===== src/rtl/bsched_pkg.sv =====
package bsched_pkg;
  typedef enum logic [1:0] {
    BK_NONE   = 2'd0,
    BK_FILL   = 2'd1,
    BK_REPLAY = 2'd2,
    BK_CORE   = 2'd3
  } bank_kind_e;
endpackage


===== src/rtl/bsched_select.sv =====
module bsched_select
  import bsched_pkg::*;
#(
  parameter int NI         = 4,
  parameter int PORTS      = 2,
  parameter int SET_W      = 3,
  parameter int TAG_W      = 4,
  parameter int RTAG_W     = 6,
  parameter bit WRITE_BACK = 1'b0,
  parameter bit WRITE_ACK  = 1'b1,
  localparam int IDX_W     = $clog2(NI),
  localparam int CW        = $clog2(NI + 1)
) (
  input  logic [NI-1:0]          core_valid,
  input  logic [NI-1:0]          core_write,
  input  logic [NI-1:0]          core_io,
  input  logic [NI*SET_W-1:0]    core_set,
  input  logic [NI*TAG_W-1:0]    core_line_tag,
  input  logic [NI*RTAG_W-1:0]   core_rtag,
  input  logic                   replay_avail,
  input  logic                   mshr_full,
  input  logic                   fill_valid,
  input  logic                   byp_req_ready,
  input  logic                   byp_rsp_valid,
  input  logic [IDX_W-1:0]       byp_rsp_idx,
  output logic [NI-1:0]          core_ready,
  output logic                   replay_take,
  output logic                   fill_ready,
  output bank_kind_e             nxt_kind,
  output logic                   nxt_write,
  output logic [SET_W-1:0]       nxt_set,
  output logic [TAG_W-1:0]       nxt_tag,
  output logic [PORTS-1:0]       nxt_pvld,
  output logic [PORTS*IDX_W-1:0] nxt_psrc,
  output logic [PORTS*RTAG_W-1:0] nxt_prtag,
  output logic                   byp_taken,
  output logic [IDX_W-1:0]       byp_idx,
  output logic [CW-1:0]          n_bank_stall,
  output logic [CW-1:0]          n_mshr_stall
);

  logic [NI-1:0] lane_busy;

  // Inputs whose response lane is claimed by a bypass response this cycle.
  always_comb begin
    for (int k = 0; k < NI; k++) begin
      lane_busy[k] = byp_rsp_valid && (byp_rsp_idx == IDX_W'(k));
    end
  end

  // Scan the inputs in ascending index order. The slot is seeded first by
  // a replay, then by a fill.
  always_comb begin
    nxt_kind     = BK_NONE;
    nxt_write    = 1'b0;
    nxt_set      = '0;
    nxt_tag      = '0;
    nxt_pvld     = '0;
    nxt_psrc     = '0;
    nxt_prtag    = '0;
    replay_take  = 1'b0;
    fill_ready   = 1'b0;
    core_ready   = '0;
    byp_taken    = 1'b0;
    byp_idx      = '0;
    n_bank_stall = '0;
    n_mshr_stall = '0;
    if (replay_avail) begin
      nxt_kind    = BK_REPLAY;
      replay_take = 1'b1;
    end else if (fill_valid) begin
      nxt_kind   = BK_FILL;
      fill_ready = 1'b1;
    end
    for (int i = 0; i < NI; i++) begin
      if (core_valid[i]) begin
        if (core_io[i]) begin
          if (!byp_taken && byp_req_ready &&
              !(WRITE_ACK && core_write[i] && lane_busy[i])) begin
            core_ready[i] = 1'b1;
            byp_taken     = 1'b1;
            byp_idx       = IDX_W'(i);
          end
        end else if (nxt_kind == BK_FILL || nxt_kind == BK_REPLAY) begin
          // The slot is taken by a miss-table operation; the input waits.
        end else if ((!core_write[i] || WRITE_BACK) && mshr_full) begin
          n_mshr_stall = n_mshr_stall + 1'b1;
        end else if (nxt_kind == BK_CORE) begin
          if (core_write[i] != nxt_write ||
              core_set[i*SET_W +: SET_W] != nxt_set ||
              core_line_tag[i*TAG_W +: TAG_W] != nxt_tag ||
              nxt_pvld[i % PORTS]) begin
            n_bank_stall = n_bank_stall + 1'b1;
          end else begin
            core_ready[i]                          = 1'b1;
            nxt_pvld[i % PORTS]                    = 1'b1;
            nxt_psrc[(i % PORTS)*IDX_W +: IDX_W]   = IDX_W'(i);
            nxt_prtag[(i % PORTS)*RTAG_W +: RTAG_W] = core_rtag[i*RTAG_W +: RTAG_W];
          end
        end else begin
          nxt_kind                               = BK_CORE;
          nxt_write                              = core_write[i];
          nxt_set                                = core_set[i*SET_W +: SET_W];
          nxt_tag                                = core_line_tag[i*TAG_W +: TAG_W];
          core_ready[i]                          = 1'b1;
          nxt_pvld[i % PORTS]                    = 1'b1;
          nxt_psrc[(i % PORTS)*IDX_W +: IDX_W]   = IDX_W'(i);
          nxt_prtag[(i % PORTS)*RTAG_W +: RTAG_W] = core_rtag[i*RTAG_W +: RTAG_W];
        end
      end
    end
  end

endmodule


===== src/rtl/bsched_byp_route.sv =====
module bsched_byp_route #(
  parameter int NI        = 4,
  parameter int SET_W     = 3,
  parameter int TAG_W     = 4,
  parameter int RTAG_W    = 6,
  parameter bit WRITE_ACK = 1'b1,
  localparam int IDX_W    = $clog2(NI),
  localparam int BT_W     = RTAG_W + IDX_W
) (
  input  logic [NI-1:0]        core_ready,
  input  logic [NI-1:0]        core_write,
  input  logic [NI-1:0]        core_io,
  input  logic [NI*SET_W-1:0]  core_set,
  input  logic [NI*TAG_W-1:0]  core_line_tag,
  input  logic [NI*RTAG_W-1:0] core_rtag,
  input  logic                 byp_taken,
  input  logic [IDX_W-1:0]     byp_idx,
  input  logic                 byp_rsp_valid,
  input  logic [BT_W-1:0]      byp_rsp_rtag,
  output logic                 byp_req_valid,
  output logic                 byp_req_write,
  output logic [SET_W-1:0]     byp_req_set,
  output logic [TAG_W-1:0]     byp_req_tag,
  output logic [BT_W-1:0]      byp_req_rtag,
  output logic [NI-1:0]        rsp_valid,
  output logic [NI*RTAG_W-1:0] rsp_rtag
);

  logic [IDX_W-1:0]  rsp_idx;
  logic [RTAG_W-1:0] rsp_body;

  assign rsp_idx  = byp_rsp_rtag[IDX_W-1:0];
  assign rsp_body = byp_rsp_rtag[BT_W-1:IDX_W];

  // Outgoing request: the input index goes in the low tag bits.
  always_comb begin
    byp_req_valid = byp_taken;
    byp_req_write = core_write[byp_idx];
    byp_req_set   = core_set[byp_idx*SET_W +: SET_W];
    byp_req_tag   = core_line_tag[byp_idx*TAG_W +: TAG_W];
    byp_req_rtag  = {core_rtag[byp_idx*RTAG_W +: RTAG_W], byp_idx};
  end

  // Each response lane is fed by either the decoded bypass response or the
  // immediate write acknowledgement. The scheduler keeps the two from
  // colliding on one lane.
  for (genvar g = 0; g < NI; g++) begin : g_lane
    logic hit, ack;
    assign hit = byp_rsp_valid && (rsp_idx == IDX_W'(g));
    assign ack = WRITE_ACK && core_ready[g] && core_io[g] && core_write[g];
    assign rsp_valid[g] = hit || ack;
    assign rsp_rtag[g*RTAG_W +: RTAG_W] =
      hit ? rsp_body : (ack ? core_rtag[g*RTAG_W +: RTAG_W] : '0);
  end

endmodule


===== src/rtl/bsched_satcnt.sv =====
module bsched_satcnt #(
  parameter int CNT_W = 4,
  parameter int INC_W = 3
) (
  input  logic             clk,
  input  logic             rst_n,
  input  logic [INC_W-1:0] inc,
  output logic [CNT_W-1:0] cnt
);

  logic [CNT_W:0]   sum;
  logic [CNT_W-1:0] cnt_d;
  logic             cnt_en;

  always_comb begin
    sum    = {1'b0, cnt} + (CNT_W + 1)'(inc);
    cnt_d  = sum[CNT_W] ? {CNT_W{1'b1}} : sum[CNT_W-1:0];
    cnt_en = (inc != '0);
  end

  always_ff @(posedge clk or negedge rst_n) begin
    if (!rst_n) begin
      cnt <= '0;
    end else if (cnt_en) begin
      cnt <= cnt_d;
    end
  end

endmodule


===== src/rtl/bank_sched.sv =====
module bank_sched
  import bsched_pkg::*;
#(
  parameter int NI         = 4,
  parameter int PORTS      = 2,
  parameter int SET_W      = 3,
  parameter int TAG_W      = 4,
  parameter int RTAG_W     = 6,
  parameter int FID_W      = 3,
  parameter int CNT_W      = 4,
  parameter bit WRITE_BACK = 1'b0,
  parameter bit WRITE_ACK  = 1'b1,
  localparam int IDX_W     = $clog2(NI),
  localparam int CW        = $clog2(NI + 1),
  localparam int BT_W      = RTAG_W + IDX_W
) (
  input  logic                    clk,
  input  logic                    rst_n,
  input  logic [NI-1:0]           core_valid,
  output logic [NI-1:0]           core_ready,
  input  logic [NI-1:0]           core_write,
  input  logic [NI-1:0]           core_io,
  input  logic [NI*SET_W-1:0]     core_set,
  input  logic [NI*TAG_W-1:0]     core_line_tag,
  input  logic [NI*RTAG_W-1:0]    core_rtag,
  input  logic                    replay_avail,
  output logic                    replay_take,
  input  logic                    mshr_full,
  input  logic                    fill_valid,
  input  logic [FID_W-1:0]        fill_id,
  output logic                    fill_ready,
  output logic [1:0]              breq_kind,
  output logic                    breq_write,
  output logic [SET_W-1:0]        breq_set,
  output logic [TAG_W-1:0]        breq_tag,
  output logic [FID_W-1:0]        breq_fill_id,
  output logic [PORTS-1:0]        breq_port_vld,
  output logic [PORTS*IDX_W-1:0]  breq_port_src,
  output logic [PORTS*RTAG_W-1:0] breq_port_rtag,
  output logic                    byp_req_valid,
  input  logic                    byp_req_ready,
  output logic                    byp_req_write,
  output logic [SET_W-1:0]        byp_req_set,
  output logic [TAG_W-1:0]        byp_req_tag,
  output logic [BT_W-1:0]         byp_req_rtag,
  input  logic                    byp_rsp_valid,
  input  logic [BT_W-1:0]         byp_rsp_rtag,
  output logic [NI-1:0]           rsp_valid,
  output logic [NI*RTAG_W-1:0]    rsp_rtag,
  output logic [CNT_W-1:0]        stall_bank_cnt,
  output logic [CNT_W-1:0]        stall_mshr_cnt
);

  bank_kind_e               nxt_kind;
  logic                     nxt_write;
  logic [SET_W-1:0]         nxt_set;
  logic [TAG_W-1:0]         nxt_tag;
  logic [PORTS-1:0]         nxt_pvld;
  logic [PORTS*IDX_W-1:0]   nxt_psrc;
  logic [PORTS*RTAG_W-1:0]  nxt_prtag;
  logic                     byp_taken;
  logic [IDX_W-1:0]         byp_idx;
  logic [CW-1:0]            n_bank_stall;
  logic [CW-1:0]            n_mshr_stall;
  logic                     core_en;
  logic                     fill_en;

  bsched_select #(
    .NI(NI), .PORTS(PORTS), .SET_W(SET_W), .TAG_W(TAG_W), .RTAG_W(RTAG_W),
    .WRITE_BACK(WRITE_BACK), .WRITE_ACK(WRITE_ACK)
  ) u_select (
    .core_valid    (core_valid),
    .core_write    (core_write),
    .core_io       (core_io),
    .core_set      (core_set),
    .core_line_tag (core_line_tag),
    .core_rtag     (core_rtag),
    .replay_avail  (replay_avail),
    .mshr_full     (mshr_full),
    .fill_valid    (fill_valid),
    .byp_req_ready (byp_req_ready),
    .byp_rsp_valid (byp_rsp_valid),
    .byp_rsp_idx   (byp_rsp_rtag[IDX_W-1:0]),
    .core_ready    (core_ready),
    .replay_take   (replay_take),
    .fill_ready    (fill_ready),
    .nxt_kind      (nxt_kind),
    .nxt_write     (nxt_write),
    .nxt_set       (nxt_set),
    .nxt_tag       (nxt_tag),
    .nxt_pvld      (nxt_pvld),
    .nxt_psrc      (nxt_psrc),
    .nxt_prtag     (nxt_prtag),
    .byp_taken     (byp_taken),
    .byp_idx       (byp_idx),
    .n_bank_stall  (n_bank_stall),
    .n_mshr_stall  (n_mshr_stall)
  );

  bsched_byp_route #(
    .NI(NI), .SET_W(SET_W), .TAG_W(TAG_W), .RTAG_W(RTAG_W), .WRITE_ACK(WRITE_ACK)
  ) u_route (
    .core_ready    (core_ready),
    .core_write    (core_write),
    .core_io       (core_io),
    .core_set      (core_set),
    .core_line_tag (core_line_tag),
    .core_rtag     (core_rtag),
    .byp_taken     (byp_taken),
    .byp_idx       (byp_idx),
    .byp_rsp_valid (byp_rsp_valid),
    .byp_rsp_rtag  (byp_rsp_rtag),
    .byp_req_valid (byp_req_valid),
    .byp_req_write (byp_req_write),
    .byp_req_set   (byp_req_set),
    .byp_req_tag   (byp_req_tag),
    .byp_req_rtag  (byp_req_rtag),
    .rsp_valid     (rsp_valid),
    .rsp_rtag      (rsp_rtag)
  );

  bsched_satcnt #(.CNT_W(CNT_W), .INC_W(CW)) u_cnt_bank (
    .clk(clk), .rst_n(rst_n), .inc(n_bank_stall), .cnt(stall_bank_cnt)
  );

  bsched_satcnt #(.CNT_W(CNT_W), .INC_W(CW)) u_cnt_mshr (
    .clk(clk), .rst_n(rst_n), .inc(n_mshr_stall), .cnt(stall_mshr_cnt)
  );

  assign core_en = (nxt_kind == BK_CORE);
  assign fill_en = (nxt_kind == BK_FILL);

  // Registers for the bank operation. Kind and port valid bits load every
  // cycle; the payload loads only when its operation is chosen.
  always_ff @(posedge clk or negedge rst_n) begin
    if (!rst_n) begin
      breq_kind     <= BK_NONE;
      breq_port_vld <= '0;
    end else begin
      breq_kind     <= nxt_kind;
      breq_port_vld <= nxt_pvld;
    end
  end

  always_ff @(posedge clk) begin
    if (core_en) begin
      breq_write <= nxt_write;
      breq_set   <= nxt_set;
      breq_tag   <= nxt_tag;
    end
    if (fill_en) begin
      breq_fill_id <= fill_id;
    end
  end

  for (genvar p = 0; p < PORTS; p++) begin : g_slot
    always_ff @(posedge clk) begin
      if (nxt_pvld[p]) begin
        breq_port_src[p*IDX_W +: IDX_W]   <= nxt_psrc[p*IDX_W +: IDX_W];
        breq_port_rtag[p*RTAG_W +: RTAG_W] <= nxt_prtag[p*RTAG_W +: RTAG_W];
      end
    end
  end

endmodule


===== config.mk =====
export PLATFORM = sky130hd
export DESIGN_NAME = bank_sched
export DESIGN_NICKNAME = d
export VERILOG_FILES = /design/src/rtl/bsched_pkg.sv /design/src/rtl/bsched_select.sv /design/src/rtl/bsched_byp_route.sv /design/src/rtl/bsched_satcnt.sv /design/src/rtl/bank_sched.sv
export SDC_FILE = /design/constraint.sdc
export NUM_CORES = 1
export LEC_CHECK = 0
export ABC_AREA = 1
export CORE_UTILIZATION = 53
export CTS_CLUSTER_SIZE = 20
export DETAILED_ROUTE_END_ITERATION = 10
export DONT_BUFFER_PORTS = 1
export MAX_ROUTING_LAYER = met4
export PLACE_DENSITY_LB_ADDON = 0.08
export SLEW_MARGIN = 20
export SYNTH_ARGS = -nofsm -noshare
export SYNTH_HDL_FRONTEND = slang
export SYNTH_HIERARCHICAL = 1
export SYNTH_SLANG_ARGS = --single-unit

===== constraint.sdc =====
create_clock -name clk -period 4.55 [get_ports clk]
set_input_delay 0.2275 -clock clk [delete_from_list [all_inputs] [get_ports clk]]
set_output_delay 0.2275 -clock clk [all_outputs]
set_load 0.05 [all_outputs]

### Word-level counts from Yosys, hierarchy flattened

Index checks and enable logic that the tools add are counted.

| operators by class | value |
|---|---|
| multiplexer cells | 239 |
| multiply operators | 2 |
| shift operators | 3 |
| reductions and logical operators | 63 |
| magnitude comparators | 1 |
| add/sub/neg operators | 8 |
| eq/ne operators | 26 |
| bitwise logic cells | 2 |

Operators with widths:

| operator | count |
|---|---|
| 6-bit 2-to-1 mux | 32 |
| 3-bit 2-to-1 mux | 58 |
| 4-bit 2-to-1 mux | 22 |
| 1-bit 2-to-1 mux | 85 |
| 2-bit 2-to-1 mux | 41 |
| 1-bit logical AND | 27 |
| 24-bit by 6-bit variable part select with 6-bit output | 1 |
| 2-bit equality test (second input constant) | 11 |
| 3-bit by 1-bit adder with 3-bit output (second input constant) | 6 |
| 1-bit logical OR | 18 |
| 16-bit by 5-bit variable part select with 4-bit output | 1 |
| 2-bit by 1-bit equality test with 1-bit output (second input constant) | 6 |
| 4-bit != test | 3 |
| 12-bit by 5-bit variable part select with 3-bit output | 1 |
| 1-bit logical NOT | 11 |
| 4-bit by 3-bit adder with 5-bit output | 2 |
| 3-bit != test | 3 |
| 3-bit nonzero test | 3 |
| 2-bit by 2-bit multiplier with 4-bit output (second input constant) | 2 |
| 5-bit OR reduction | 1 |
| 4-bit nonzero test | 1 |
| 4-bit OR reduction | 1 |
| 2-bit by 3-bit < comparator with 1-bit output (second input constant) | 1 |
| 1-bit != test | 3 |
| 3 further kinds | 4 |

| storage, ports and cells | value |
|---|---|
| bits of input ports | 82 |
| logic and storage cells | 357 |
| output and inout bits | 90 |
| register bits after elaboration | 39 |

### Depth between registers and ports, before layout

| logic depth | value |
|---|---|
| depth in word-level cells | 34 |
| depth in mapped cells | 40 |
| mapped depth without buffers | 39 |

### By module

Netlist, hierarchy kept.

Modules (own cells, without submodules):

| module | times used | cells each | area each (µm²) | seq. area each (µm²) |
|---|---|---|---|---|
| bsched_select | 1 | 376 | 1993.2 | 0.0 |
| bsched_byp_route | 1 | 254 | 1147.4 | 0.0 |
| bank_sched | 1 | 35 | 928.4 | 910.9 |
| bsched_satcnt | 2 | 40 | 319.1 | 100.1 |

### Least setup slack after synthesis

Ideal clock, no wire load.

| timing | value |
|---|---|
| path type | input-to-output |
| from | input fill_valid |
| to | output rsp_valid[3] |
| buffers on the path | 1 |
| arrival time | 5267 ps |
| cell stages on the path | 26 |
| data required time | 4323 ps |
| slack | -944 ps |
| cells stage by stage | inv_1 nor2_1 nor2_1 ha_1 nor3_2 nand2_2 inv_1 nor2_1 inv_1 ha_1 nor2_1 nand2_1 nor2_8 nand2_4 inv_2 buf_6 nor2_1 inv_1 ha_1 nor2_1 nand2_1 nor2_1 nand2_4 nand2_1 nand2_1 o21ai_0 |

| between the ends | value |
|---|---|
| word-level cells in the longest chain between the ends | 33 |
| elaborated cells on any way between the ends | 104 |
| classes of those cells | eq/ne: 18; mux: 74; reduce/logical: 12 |

Ends and longest elaborated chain:

| what | line | text |
|---|---|---|
| from (decl) | bank_sched.sv:29 | `input logic fill_valid,` |
| 1-bit 2-to-1 mux * | bsched_select.sv:71 | `end else if (fill_valid) begin` |
| 2-bit 2-to-1 mux * | bsched_select.sv:68 | `if (replay_avail) begin` |
| 2-bit equality test | bsched_select.sv:88 | `end else if (nxt_kind == BK_CORE) begin` |
| 2-bit 2-to-1 mux | bsched_select.sv:88 |  |
| 2-bit 2-to-1 mux | bsched_select.sv:86 | `end else if ((!core_write[i] \|\| WRITE_BACK) && mshr_full) begin` |
| 2-bit 2-to-1 mux | bsched_select.sv:84 | `end else if (nxt_kind == BK_FILL \|\| nxt_kind == BK_REPLAY) begin` |
| 2-bit 2-to-1 mux | bsched_select.sv:77 | `if (core_io[i]) begin` |
| 2-bit 2-to-1 mux | bsched_select.sv:76 | `if (core_valid[i]) begin` |
| [17 not listed] | - |  |
| 1-bit 2-to-1 mux | bsched_select.sv:88 |  |
| 1-bit 2-to-1 mux | bsched_select.sv:86 |  |
| 1-bit 2-to-1 mux * | bsched_select.sv:84 |  |
| 1-bit 2-to-1 mux * | bsched_select.sv:77 |  |
| 1-bit 2-to-1 mux * | bsched_select.sv:76 |  |
| named net core_ready[3] | bank_sched.sv:20 | `output logic [NI-1:0] core_ready,` |
| 1-bit logical AND * (2 in series) | bsched_byp_route.sv:50 | `assign ack = WRITE_ACK && core_ready[g] && core_io[g] && core_write[g];` |
| 1-bit logical OR * | bsched_byp_route.sv:51 | `assign rsp_valid[g] = hit \|\| ack;` |
| to (decl) | bank_sched.sv:48 | `output logic [NI-1:0] rsp_valid,` |

The timed path passes the listed nets; every way through them passes the cells marked *.

### Worst setup path after layout

| timing | value |
|---|---|
| from | input core_io[0] |
| to | output rsp_rtag[19] |

| between the ends | value |
|---|---|
| word-level cells in the longest chain between the ends | 28 |
| elaborated cells on any way between the ends | 105 |
| classes of those cells | eq/ne: 15; mux: 71; reduce/logical: 19 |

Ends and longest elaborated chain:

| what | line | text |
|---|---|---|
| from (decl) | bank_sched.sv:22 | `input logic [NI-1:0] core_io,` |
| 2-bit 2-to-1 mux | bsched_select.sv:77 |  |
| 2-bit 2-to-1 mux | bsched_select.sv:76 |  |
| 2-bit equality test | bsched_select.sv:88 |  |
| 2-bit 2-to-1 mux | bsched_select.sv:88 |  |
| 2-bit 2-to-1 mux | bsched_select.sv:86 |  |
| 2-bit 2-to-1 mux | bsched_select.sv:84 |  |
| 2-bit 2-to-1 mux | bsched_select.sv:77 |  |
| 2-bit 2-to-1 mux | bsched_select.sv:76 |  |
| [10 not listed] | - |  |
| 1-bit 2-to-1 mux | bsched_select.sv:89 | `if (core_write[i] != nxt_write \|\|` |
| 1-bit 2-to-1 mux | bsched_select.sv:88 |  |
| 1-bit 2-to-1 mux | bsched_select.sv:86 |  |
| 1-bit 2-to-1 mux | bsched_select.sv:84 |  |
| 1-bit 2-to-1 mux * | bsched_select.sv:77 |  |
| 1-bit 2-to-1 mux * | bsched_select.sv:76 |  |
| 1-bit logical AND * (2 in series) | bsched_byp_route.sv:50 |  |
| 6-bit 2-to-1 mux * (2 in series) | bsched_byp_route.sv:53 | `hit ? rsp_body : (ack ? core_rtag[g*RTAG_W +: RTAG_W] : '0);` |
| to (decl) | bank_sched.sv:49 | `output logic [NI*RTAG_W-1:0] rsp_rtag,` |

Mark *: on every way between the ends. The rest lies on a longest branch, timed or not.

==> flow_summary.yaml <==
status:
  status: "complete, no violations"
routing:
  drc: 0
  routed_wl_um: 14000
  wl_per_cell_um: 16.2
  drt_pass1_iterations: 5
  postRouteAntennaNets: 0
  avgViaCountPerCell: 5.63
  drt-initial-drc-count: 376
  vias: 4883
finish:
  nets: 857
  antenna_cells: 0
  synthToLayoutAreaGrowth_pct: 10.9
  fillers: 830
  drive_above_1_share_pct: 16.6
floorplanning:
  std_cell_rows: 34
  die_w_um: 96.2
  die_area_sq_mm: 0.00926
  initial_core_util_pct: 54.2
  core_sq_mm: 0.00868
  chipHeight_um: 96.2
  io_pins: 172
pwr:
  leakage_nw: 2.62
  vdd_drop_max_uv: 169
  power_switching_mw: 0.740
  seqPwrFrac_pct: 48.8
  pwr_density_cell_mw_per_mm2: 278
  internal_power_mw: 0.711
  power.total_mw: 1.45
  combinationalPowerShare_pct: 35.3
  power_frac_clock_pct: 15.9
  p_sw_share_pct: 51.0
worst_setup_path:
  crit_slowest_cell: "ha_1"
  crit_type: "in -> out"
  arrival_ns: 3.90
  critPathMaxFanout: 10
  startpoint_type: "primary input"
  timing.rr.end: "u_cnt_mshr/cnt[3]$_DFFE_PN0P_"
  cp_num_buf_inv: 7
  r2r_slack_ns: 2.68
  worstSetupEndpointType: "output port"
  r2r-start: "u_cnt_mshr/cnt[0]$_DFFE_PN0P_"
  crit_path_max_incr_delay_ns: 0.26
  cp_common_cell: "nand2_1"
  r2r_cells: 10
  path_depth: 33
  critPathRequiredTime_ns: 4.32
  crit_family: "simple AND/OR/NAND/NOR gates"
timing:
  worst_slew_margin_rel_pct: 55.1
  setup_viol: 0
  fmax_ghz: 0.242
  rsz0062_at_grt: "no"
  fin_crit_sh_pct: 90.7
  max_slew.worst_pin.slew_ns: 0.674
  fin_worst_skew_ns: 0.00879
  hold_violations: 0
  setup_tns_ns: 0
  period_minus_slack_ns: 4.13
  drv_slew: 0
yosys:
  synth_seq_cells: 39
  avgSynthCellArea_sq_um: 6.32
  synth-seq-area-share_pct: 23.6
  ys_types: 44
  yosysWarnings: 6
  synth_area_sq_mm: 0.00471
  synthCells: 745
cts:
  clockRootBuffer: "clkbuf_8"
  numCtsBuffers: 5
  clk_latency_ns: 0.28
  htreeDepth: 2
  cts_tree: "yes"
  clock-sinks: 39
  clock_path_buffers: 2
  clkSlewWorstSetupHoldPaths_ns: 0.07
global_routing:
  antenna_found_initial: 0
  grt_pass1_vias: 4448
  grt_overflow_total: 0
  grt_pass1_wl_um: 21700
  grt_usage_pct: 31.1
  grt_max_degree: 58
placed_design:
  place.gp.congestion: 0.919
  portBuffers: 0
  dp_hpwl_um: 11400
min_path:
  hold_depth: 0
  min-delay-start: "fill_id[0]"
  worstHoldPathType: "in -> reg"
  min_to: "breq_fill_id[0]$_DFFE_PN_"
flow_run:
  maxCapViolations: 0
[kinds of logic (layout without fill, tap and decap cells)]
group / count (synthesis) / after routing / share of synthesized area (%)
and+or+nand+nor: 492 / 492 / 50.6
AOI/OAI and AO/OA: 44 / 44 / 5.56
xor gates and xnor gates: 7 / 7 / 1.30
DFF: 39 / 39 / 23.6
adders and majority gates: 17 / 17 / 4.84
other: 1 / 2 / 0.0797
buffers and inverters: 144 / 157 / 13.8
muxes: 1 / 1 / 0.239
[power by group through the flow]
stage | Combinational, mW | Sequential, mW | Clock, mW
final | 0.512 | 0.709 | 0.231
after global routing | 0.561 | 0.720 | 0.248
after detailed placement | 0.497 | 0.719 | 0
after floorplan | 0.419 | 0.704 | 0
after global placement | 0.487 | 0.717 | 0
after CTS | 0.502 | 0.710 | 0.237
[cells in the mapped netlist (all sizes together)]
cell    instances  area (sq um)
clkbuf          1          3.75
nor2           77           394
xor2            7          61.3
and3            1          6.26
inv           108           405
fa              2          40.0
a41oi           2          17.5
dfrtp          12           300
clkinv          7          31.3
o31ai           1          7.51
nand3b          1          7.51
nand4          42           269
mux2            1          11.3
conb            1          3.75
a21oi           5          32.5
or2            13          81.3
nand3         111           613
edfxtp         27           811
nor3            3          20.0
nand2         243           982
ha             15           188
a31oi           1          6.26
nor4            1          6.26
buf            28           210
o21ai          35           198
[layer usage]
metal / vias to the layer above / GRT usage (%) / part of all wire (%)
met4: 0 / 6.59 / 1.0
met2: 265 / 47.3 / 45
met3: 14 / 5.29 / 9.0
met1: 2178 / 43.0 / 45
li1: 2426 / - / -
met5: - / - / 0
[area by class of cell]
class | count | area [sq um] | area share (%)
multi-input combinational | 563 | 3020 | 57.9
sequential | 39 | 1110 | 21.3
inverter | 115 | 437 | 8.37
timing repair buffer | 34 | 424 | 8.13
tap | 108 | 135 | 2.59
clock buffer | 5 | 68.8 | 1.32
clock inverter | 3 | 23.8 | 0.455
[registers in the layout (all words and copies together), names as in the netlist]
signal	cells
u_cnt_bank/cnt	4
breq_port_rtag	12
breq_set	3
breq_tag	4
breq_write	1
breq_port_vld	2
breq_fill_id	3
breq_kind	2
u_cnt_mshr/cnt	4
breq_port_src	4
[cell usage in the layout (no fill, tap or decap), drive strengths merged]
cell type / n
nand2: 243
nand3: 111
inv: 109
nor2: 77
nand4: 42
o21ai: 35
buf: 33
edfxtp: 27
ha: 15
or2: 13
dfrtp: 12
clkinv: 7
xor2: 7
clkbuf: 5
a21oi: 5
nor3: 3
clkinvlp: 2
fa: 2
a41oi: 2
conb: 2
dlygate4sd3: 1
nor4: 1
nand3b: 1
and3: 1
o31ai: 1
mux2: 1
a31oi: 1
[metrics by stage]
step	cells	hold WS [ns]	worst slack [ns]	area, sq um	utilization, %
finish	867	0.0372	0.425	5220	60.1
global route	867	0.0247	0.00799	5220	60.1
CTS	866	0.0282	0.158	5160	59.4
detailed placement	857	-0.0679	-0.0524	5050	58.2
global placement	857	-0.0679	0.172	5050	58.2
floorplan	746	-0.0681	0.0595	4730	-
[worst register-to-register path: stages, from the launching register on]
cell     delay (ns)
dfrtp_1        0.68
ha_1           0.26
inv_1          0.05
fa_1           0.36
inv_1          0.08
nand2_1        0.07
nand2_1        0.09
inv_1          0.05
nand3_1        0.07
nand2_1        0.05
inv_1          0.04
[how the worst max path moves through the flow]
| stage | to | from | slack (ns) |
|---|---|---|---|
| floorplan | u_cnt_bank/cnt[3]$_DFFE_PN0P_ | mshr_full | 0.06 |
| global placement | u_cnt_bank/cnt[3]$_DFFE_PN0P_ | core_io[0] | 0.17 |
| detailed placement | u_cnt_mshr/cnt[3]$_DFFE_PN0P_ | core_io[0] | -0.05 |
| CTS | rsp_rtag[20] | core_io[0] | 0.16 |
| global route | u_cnt_bank/cnt[3]$_DFFE_PN0P_ | core_io[0] | 0.008 |
| finish | rsp_rtag[19] | core_io[0] | 0.42 |
[timing repair]
item                                    4_1_cts  5_1_grt
endpoints found under the setup margin        0       14
hold endpoints to repair                     12        0
resized for setup                             0       12
setup buffers                                 0        1
hold buffers                                  1        0
Note: power is estimated with default switching activity, not from simulation.
